### src/rtl/ap_pkg.sv
package ap_pkg;
  localparam int ADDR_W = 7;
  localparam int BYTE_W = ADDR_W + 1;

  typedef enum logic [1:0] {
    OP_START = 2'd0,
    OP_BYTE  = 2'd1,
    OP_STOP  = 2'd2
  } bus_op_e;

  typedef enum logic [1:0] {
    WHY_RETRY = 2'd0,
    WHY_OK    = 2'd1,
    WHY_TMO   = 2'd2
  } stop_why_e;

  // Control byte of a probe: address above, write direction (0) in bit 0.
  function automatic logic [BYTE_W-1:0] probe_byte(input logic [ADDR_W-1:0] a);
    return {a, 1'b0};
  endfunction

  // True when the attempt now in flight is the last one allowed.
  function automatic logic last_attempt(input int used, input int cap);
    return (used + 1) >= cap;
  endfunction
endpackage

### src/rtl/ap_attempt_ctr.sv
module ap_attempt_ctr #(
  parameter int MAX_TRIES = 8,
  localparam int CW = $clog2(MAX_TRIES + 1)
) (
  input  logic          clk,
  input  logic          rst_n,
  input  logic          clr,
  input  logic          inc,
  output logic [CW-1:0] used,
  output logic          at_cap
);
  always_ff @(posedge clk) begin
    if (!rst_n)   used <= '0;
    else if (clr) used <= '0;
    else if (inc) used <= used + 1'b1;
  end

  assign at_cap = ap_pkg::last_attempt(int'(used), MAX_TRIES);
endmodule

### src/rtl/ap_cmd_reg.sv
module ap_cmd_reg
  import ap_pkg::*;
(
  input  logic              clk,
  input  logic              rst_n,
  input  logic              load,
  input  bus_op_e           load_op,
  input  logic [BYTE_W-1:0] load_byte,
  input  logic              cmd_ready,
  output logic              cmd_valid,
  output logic [1:0]        cmd_op,
  output logic [BYTE_W-1:0] cmd_byte
);
  // One command at a time, held until the engine takes it.
  always_ff @(posedge clk) begin
    if (!rst_n) begin
      cmd_valid <= 1'b0;
      cmd_op    <= OP_START;
      cmd_byte  <= '0;
    end else if (load) begin
      cmd_valid <= 1'b1;
      cmd_op    <= load_op;
      cmd_byte  <= load_byte;
    end else if (cmd_valid && cmd_ready) begin
      cmd_valid <= 1'b0;
    end
  end
endmodule

### src/rtl/ap_ctrl.sv
module ap_ctrl
  import ap_pkg::*;
(
  input  logic              clk,
  input  logic              rst_n,
  input  logic              req_valid,
  input  logic [ADDR_W-1:0] req_addr,
  input  logic              keep_open,
  input  logic              rsp_valid,
  input  logic              rsp_ack,
  input  logic              at_cap,
  output logic              ld,
  output bus_op_e           ld_op,
  output logic [BYTE_W-1:0] ld_byte,
  output logic              ctr_clr,
  output logic              ctr_inc,
  output logic              busy,
  output logic              done,
  output logic              timeout_err,
  output logic              ev_ack,
  output logic              ev_nack,
  output logic              keep_q
);
  typedef enum logic [1:0] {
    ST_IDLE       = 2'd0,
    ST_WAIT_START = 2'd1,
    ST_WAIT_BYTE  = 2'd2,
    ST_WAIT_STOP  = 2'd3
  } st_e;

  st_e               st, st_n;
  stop_why_e         why, why_n;
  logic [ADDR_W-1:0] addr_q;
  logic              accept, done_n, tmo_n;

  assign busy    = (st != ST_IDLE);
  assign ev_ack  = (st == ST_WAIT_BYTE) && rsp_valid && rsp_ack;
  assign ev_nack = (st == ST_WAIT_BYTE) && rsp_valid && !rsp_ack;

  always_comb begin
    st_n    = st;
    why_n   = why;
    ld      = 1'b0;
    ld_op   = OP_START;
    ld_byte = '0;
    ctr_clr = 1'b0;
    ctr_inc = 1'b0;
    accept  = 1'b0;
    done_n  = 1'b0;
    tmo_n   = 1'b0;
    case (st)
      ST_IDLE: if (req_valid) begin
        accept  = 1'b1;
        ctr_clr = 1'b1;
        ld      = 1'b1;
        st_n    = ST_WAIT_START;
      end
      ST_WAIT_START: if (rsp_valid) begin
        ld      = 1'b1;
        ld_op   = OP_BYTE;
        ld_byte = probe_byte(addr_q);
        st_n    = ST_WAIT_BYTE;
      end
      ST_WAIT_BYTE: if (rsp_valid) begin
        if (rsp_ack && keep_q) begin
          done_n = 1'b1;
          st_n   = ST_IDLE;
        end else begin
          ld    = 1'b1;
          ld_op = OP_STOP;
          st_n  = ST_WAIT_STOP;
          if (rsp_ack) begin
            why_n = WHY_OK;
          end else begin
            ctr_inc = 1'b1;
            why_n   = at_cap ? WHY_TMO : WHY_RETRY;
          end
        end
      end
      ST_WAIT_STOP: if (rsp_valid) begin
        case (why)
          WHY_RETRY: begin
            ld   = 1'b1;
            st_n = ST_WAIT_START;
          end
          WHY_OK: begin
            done_n = 1'b1;
            st_n   = ST_IDLE;
          end
          default: begin
            tmo_n = 1'b1;
            st_n  = ST_IDLE;
          end
        endcase
      end
      default: st_n = ST_IDLE;
    endcase
  end

  always_ff @(posedge clk) begin
    if (!rst_n) begin
      st          <= ST_IDLE;
      why         <= WHY_RETRY;
      addr_q      <= '0;
      keep_q      <= 1'b0;
      done        <= 1'b0;
      timeout_err <= 1'b0;
    end else begin
      st          <= st_n;
      why         <= why_n;
      done        <= done_n;
      timeout_err <= tmo_n;
      if (accept) begin
        addr_q <= req_addr;
        keep_q <= keep_open;
      end
    end
  end
endmodule

### src/rtl/ack_poll_seq.sv
module ack_poll_seq
  import ap_pkg::*;
#(
  parameter int MAX_TRIES = 8,
  localparam int CW = $clog2(MAX_TRIES + 1)
) (
  input  logic              clk,
  input  logic              rst_n,
  input  logic              req_valid,
  input  logic [ADDR_W-1:0] req_addr,
  input  logic              keep_open,
  output logic              busy,
  output logic              done,
  output logic              timeout_err,
  output logic              cmd_valid,
  input  logic              cmd_ready,
  output logic [1:0]        cmd_op,
  output logic [BYTE_W-1:0] cmd_byte,
  input  logic              rsp_valid,
  input  logic              rsp_ack
);
  // Internal events, named for the bound checker.
  logic              ld, ctr_clr, ctr_inc, at_cap, ev_ack, ev_nack, keep_q;
  bus_op_e           ld_op;
  logic [BYTE_W-1:0] ld_byte;
  logic [CW-1:0]     tries_used;

  ap_ctrl u_ctrl (
    .clk(clk), .rst_n(rst_n),
    .req_valid(req_valid), .req_addr(req_addr), .keep_open(keep_open),
    .rsp_valid(rsp_valid), .rsp_ack(rsp_ack), .at_cap(at_cap),
    .ld(ld), .ld_op(ld_op), .ld_byte(ld_byte),
    .ctr_clr(ctr_clr), .ctr_inc(ctr_inc),
    .busy(busy), .done(done), .timeout_err(timeout_err),
    .ev_ack(ev_ack), .ev_nack(ev_nack), .keep_q(keep_q)
  );

  ap_attempt_ctr #(.MAX_TRIES(MAX_TRIES)) u_ctr (
    .clk(clk), .rst_n(rst_n), .clr(ctr_clr), .inc(ctr_inc),
    .used(tries_used), .at_cap(at_cap)
  );

  ap_cmd_reg u_cmd (
    .clk(clk), .rst_n(rst_n),
    .load(ld), .load_op(ld_op), .load_byte(ld_byte),
    .cmd_ready(cmd_ready),
    .cmd_valid(cmd_valid), .cmd_op(cmd_op), .cmd_byte(cmd_byte)
  );
endmodule

### config.mk
export PLATFORM = sky130hd
export DESIGN_NAME = ack_poll_seq
export DESIGN_NICKNAME = d
export VERILOG_FILES = /design/src/rtl/ap_pkg.sv /design/src/rtl/ap_attempt_ctr.sv /design/src/rtl/ap_cmd_reg.sv /design/src/rtl/ap_ctrl.sv /design/src/rtl/ack_poll_seq.sv
export SDC_FILE = /design/constraint.sdc
export NUM_CORES = 1
export LEC_CHECK = 0
export ABC_AREA = 1
export ABC_CLOCK_PERIOD_IN_PS = 1500
export BUFFER_PORTS_ARGS = -buffer_cell sky130_fd_sc_hd__buf_4
export CORE_ASPECT_RATIO = 1.75
export CORE_MARGIN = 2
export CORE_UTILIZATION = 40
export CTS_BUF_LIST = sky130_fd_sc_hd__clkbuf_16
export DETAILED_ROUTE_END_ITERATION = 12
export PLACE_DENSITY = 0.67
export SYNTH_ARGS = -nofsm -noshare
export SYNTH_HDL_FRONTEND = slang
export SYNTH_SLANG_ARGS = --single-unit
### constraint.sdc
create_clock -name clk -period 1.5 [get_ports clk]
set_input_delay 0.3 -clock clk [delete_from_list [all_inputs] [get_ports clk]]
set_output_delay 0.3 -clock clk [all_outputs]
set_load 0.005 [all_outputs]
==> results <==
- After detailed routing, the number of remaining DRC violations is 0.
- The arrival time of the worst setup path is 1.16 ns.
- The worst min-delay path class is input port to register.
- The routability-driven placement congestion ratio is 0.791.
- Setup repair after global routing could not meet its margin everywhere.
- The final-layout worst hold slack is 0.285 ns.
- The buffer cell driving the clock tree root is clkbuf_16.
- The starting density of the core is 42.2%.
- The total routing resource utilization after global routing is 16.3%.
- The number of warnings reported in the yosys synthesis log is 0.
- Setup violations remaining at the end of the flow were counted as 0.
- The cell leakage power is 0.814 nW.
- The vertical die dimension is 80.5 µm.
- The worst path meets setup with 0.0428 ns of slack.
- The number of flip-flops and latches in the synthesized netlist is 28.
- The routed design uses 91 µm of met3 wire.
- Synthesis produced 188 cells.
- Of all nets on the critical path, the largest fanout is 4.
- The wire-length estimate of the detail-placed layout is 2100 µm.
- From left edge to right edge, the die measures 47.7 µm.
- Once detail routing completed, the nets flagged for antenna violations numbered 0.
- After detailed routing, no signal wire sits above met4.
- Wire segments on met2 add up to 1510 µm in the final route.
- The clock net in this run drives a total of 28 sinks.
- The routed design has 2760 µm of wire.
- The number of hold violations in the final report is 0.
- The average vias per placed instance is 4.74.
- Across the VDD grid, the largest voltage drop is 0.992 mV.
- In this run, post-CTS hold repair placed 0 buffers.
- The mean area per synthesized cell is 7.12 µm².
- In the final routing, the length of wire on met1 measures 1100 µm.
- The run finished with clean final reports.
- The average detailed-routed wire length per instance is 10.5 µm.
- The number of unique standard cell types used by synthesis is 27.
- The minimum period implied by the final worst setup slack is 1.46 ns.
- From synthesis to final layout, the design area changed by 30.4%.
- The post-CTS setup buffer count is 0.
- The via count of the routed design is 1242.
- The timing-limited maximum frequency is 686 MHz.
- The net count of the mapped netlist is 209.
- The number of top-level design ports is 28.
- The number of fillers in the final layout is 323.
- The total area inside the core boundary comes to 3180 µm².
- The aggregate global routing overflow is 0.
- For this block, the initial DRC count from the detailed router was 22.
- In this run the number of H-tree levels came out at 1.
- The die outline area is 3840 µm².
- STA classifies the critical path endpoint as a primary output.
- The detailed-router iteration count before antenna repair is 4.
- For the final database, setup skew stands at 0.00149 ns.
- OpenSTA, run right after detailed placement, puts the worst setup slack at -0.00426 ns.
- Clock tree synthesis inserted a total of 3 buffers.
- The startpoint type of the worst setup path is a register.
- The critical path in this run is classified as register to primary output.
- After synthesis, flip-flops and latches occupy 41.9% of the total area.
- Power spread over the standard cell area amounts to 1900 nW/µm².
- After floorplanning, the core was divided into 27 placement rows.
- The initial antenna violation count is 0.
- After layout, the worst path uses 97.1% of the clock period.
- The largest net degree at the start of global routing is 23.
- The first global-routing pass estimated 4630 µm of wire.
- The number of maximum-capacitance constraint violations is 0.
- Of the cells placed in the final design, the portion with a size suffix greater than 1 is 25.6%.
- For the worst setup path, the data required time is 1.20 ns.
- The via count of the first global-routing pass came to 1081.
- The total power is 3.32 mW.
- The synthesized netlist occupies a cell area of 1340 µm².
- The clock latency on the worst-skew pair is 0.26 ns.
- The clock transition time at the flip-flop clock pins of the worst setup and hold paths is 0.07 ns.
- The quantity of I/O buffers inserted on ports is 26.
- The final layout contains 241 nets.
- TritonCTS built the clock tree.
- The repair_antennas step left the layout with diodes totalling 0.
- The count of final max-slew check failures is 0.
- The maximum buffer depth of the clock tree is 2.
-- placed cells by master (no fill, tap or decap) --
cell	synthesis	final
o21ai_0	14	12
buf_4	1	33
nor2_1	32	31
dfxtp_1	28	26
nor2_2	1	2
nor3_1	2	2
ha_2	0	4
dfxtp_2	0	1
clkbuf_16	0	3
inv_2	2	2
conb_1	1	1
a21oi_1	12	12
nand2_1	37	36
ha_1	7	3
o21ai_1	0	2
nor3_2	1	1
nor3b_1	1	1
nand2_2	2	2
nor2_4	1	1
or2_0	1	1
a211oi_1	2	2
inv_1	23	23
bufinv_16	0	1
nand3_2	1	3
o31ai_1	1	1
nand2_4	1	2
nand3_1	11	9
a31oi_1	1	1
dfxtp_4	0	1
-- sequential cells by signal, indices dropped and copies added (netlist names) --
| signal | count |
|---|---|
| u_ctrl.addr_q | 7 |
| u_cmd.cmd_byte | 7 |
| u_cmd.cmd_op | 2 |
| u_ctr.used | 4 |
| u_ctrl.done | 1 |
| u_ctrl.why | 2 |
| u_ctrl.timeout_err | 1 |
| u_cmd.cmd_valid | 1 |
| u_ctrl.keep_q | 1 |
| u_ctrl.st | 2 |
-- kinds of logic (layout without fill, tap and decap cells) --
family	after synthesis	count (layout)	share of synthesized area [%]
fa+ha+maj	7	7	6.54
simple gates	91	91	29.8
buf+inv	31	62	9.63
flops	28	28	41.9
compound gates	30	30	11.9
other cells	1	1	0.280
-- stage by stage --
stage	instances	area, µm²	utilization [%]	setup TNS [ns]
floorplan	188	1340	-	0
global placement	258	1610	50.6	0
detailed placement	258	1610	50.6	-0.00426
CTS	262	1710	53.9	0
global route	262	1750	55.0	-0.0418
finish	262	1750	55.0	0
-- worst max-delay path, stage by stage (launching register included) --
cell and delay (ns):
dfxtp_4 0.35, inv_1 0.07, buf_4 0.12, ha_2 0.19, inv_1 0.04, buf_4 0.12
-- worst paths after layout --
path                                  startpoint                to  slack, ns  depth (start not counted)
worst max-delay path                u_ctrl.st[0]              busy       0.04                          5
worst min-delay path                 req_addr[4]  u_ctrl.addr_q[4]       0.29                          3
worst max register to register      u_ctrl.st[1]   u_cmd.cmd_op[1]       0.10                         10
worst min register to register  u_ctrl.addr_q[1]  u_ctrl.addr_q[1]       0.46                          2
-- cells in the mapped netlist, drive strengths merged --
cell     n  area (µm²)
a211oi   2        15.0
a21oi   12        60.1
a31oi    1        6.26
buf      4        27.5
clkbuf   2        7.51
conb     1        3.75
dfxtp   28         561
ha       7        87.6
inv     25        93.8
nand2   40         163
nand3   12        65.1
nor2    34         138
nor3     3        20.0
nor3b    1        7.51
o21ai   14        70.1
o31ai    1        7.51
or2      1        6.26
-- layer usage --
| metal | vias to the layer above | global-route usage, % |
|---|---|---|
| met5 | - | 0 |
| met4 | 0 | 6.22 |
| met3 | 4 | 2.02 |
| met2 | 28 | 29.3 |
| met1 | 559 | 17.9 |
| li1 | 651 | - |
-- where the power goes --
part | switching, mW | total [mW] | internal [mW] | leakage [nW]
Sequential | 0.125 | 1.10 | 0.972 | 0.231
Clock | 0.251 | 0.782 | 0.531 | 0.0511
Combinational | 0.779 | 1.44 | 0.658 | 0.532
Total | 1.16 | 3.32 | 2.16 | 0.814
-- cell type report --
cell class	instances	area, µm²	share of cell area, %
sequential	28	566	32.4
multi-input combinational	129	679	38.9
inverter	25	93.8	5.38
clock inverter	1	30.0	1.72
timing repair buffer	33	248	14.2
clock buffer	3	75.1	4.30
tap	43	53.8	3.08
-- what timing repair did --
item | in CTS | in global routing
resized for setup | 1 | 13
endpoints found under the setup margin | 4 | 15
pin swaps | 0 | 1
Power figures use the tool's default switching activity.
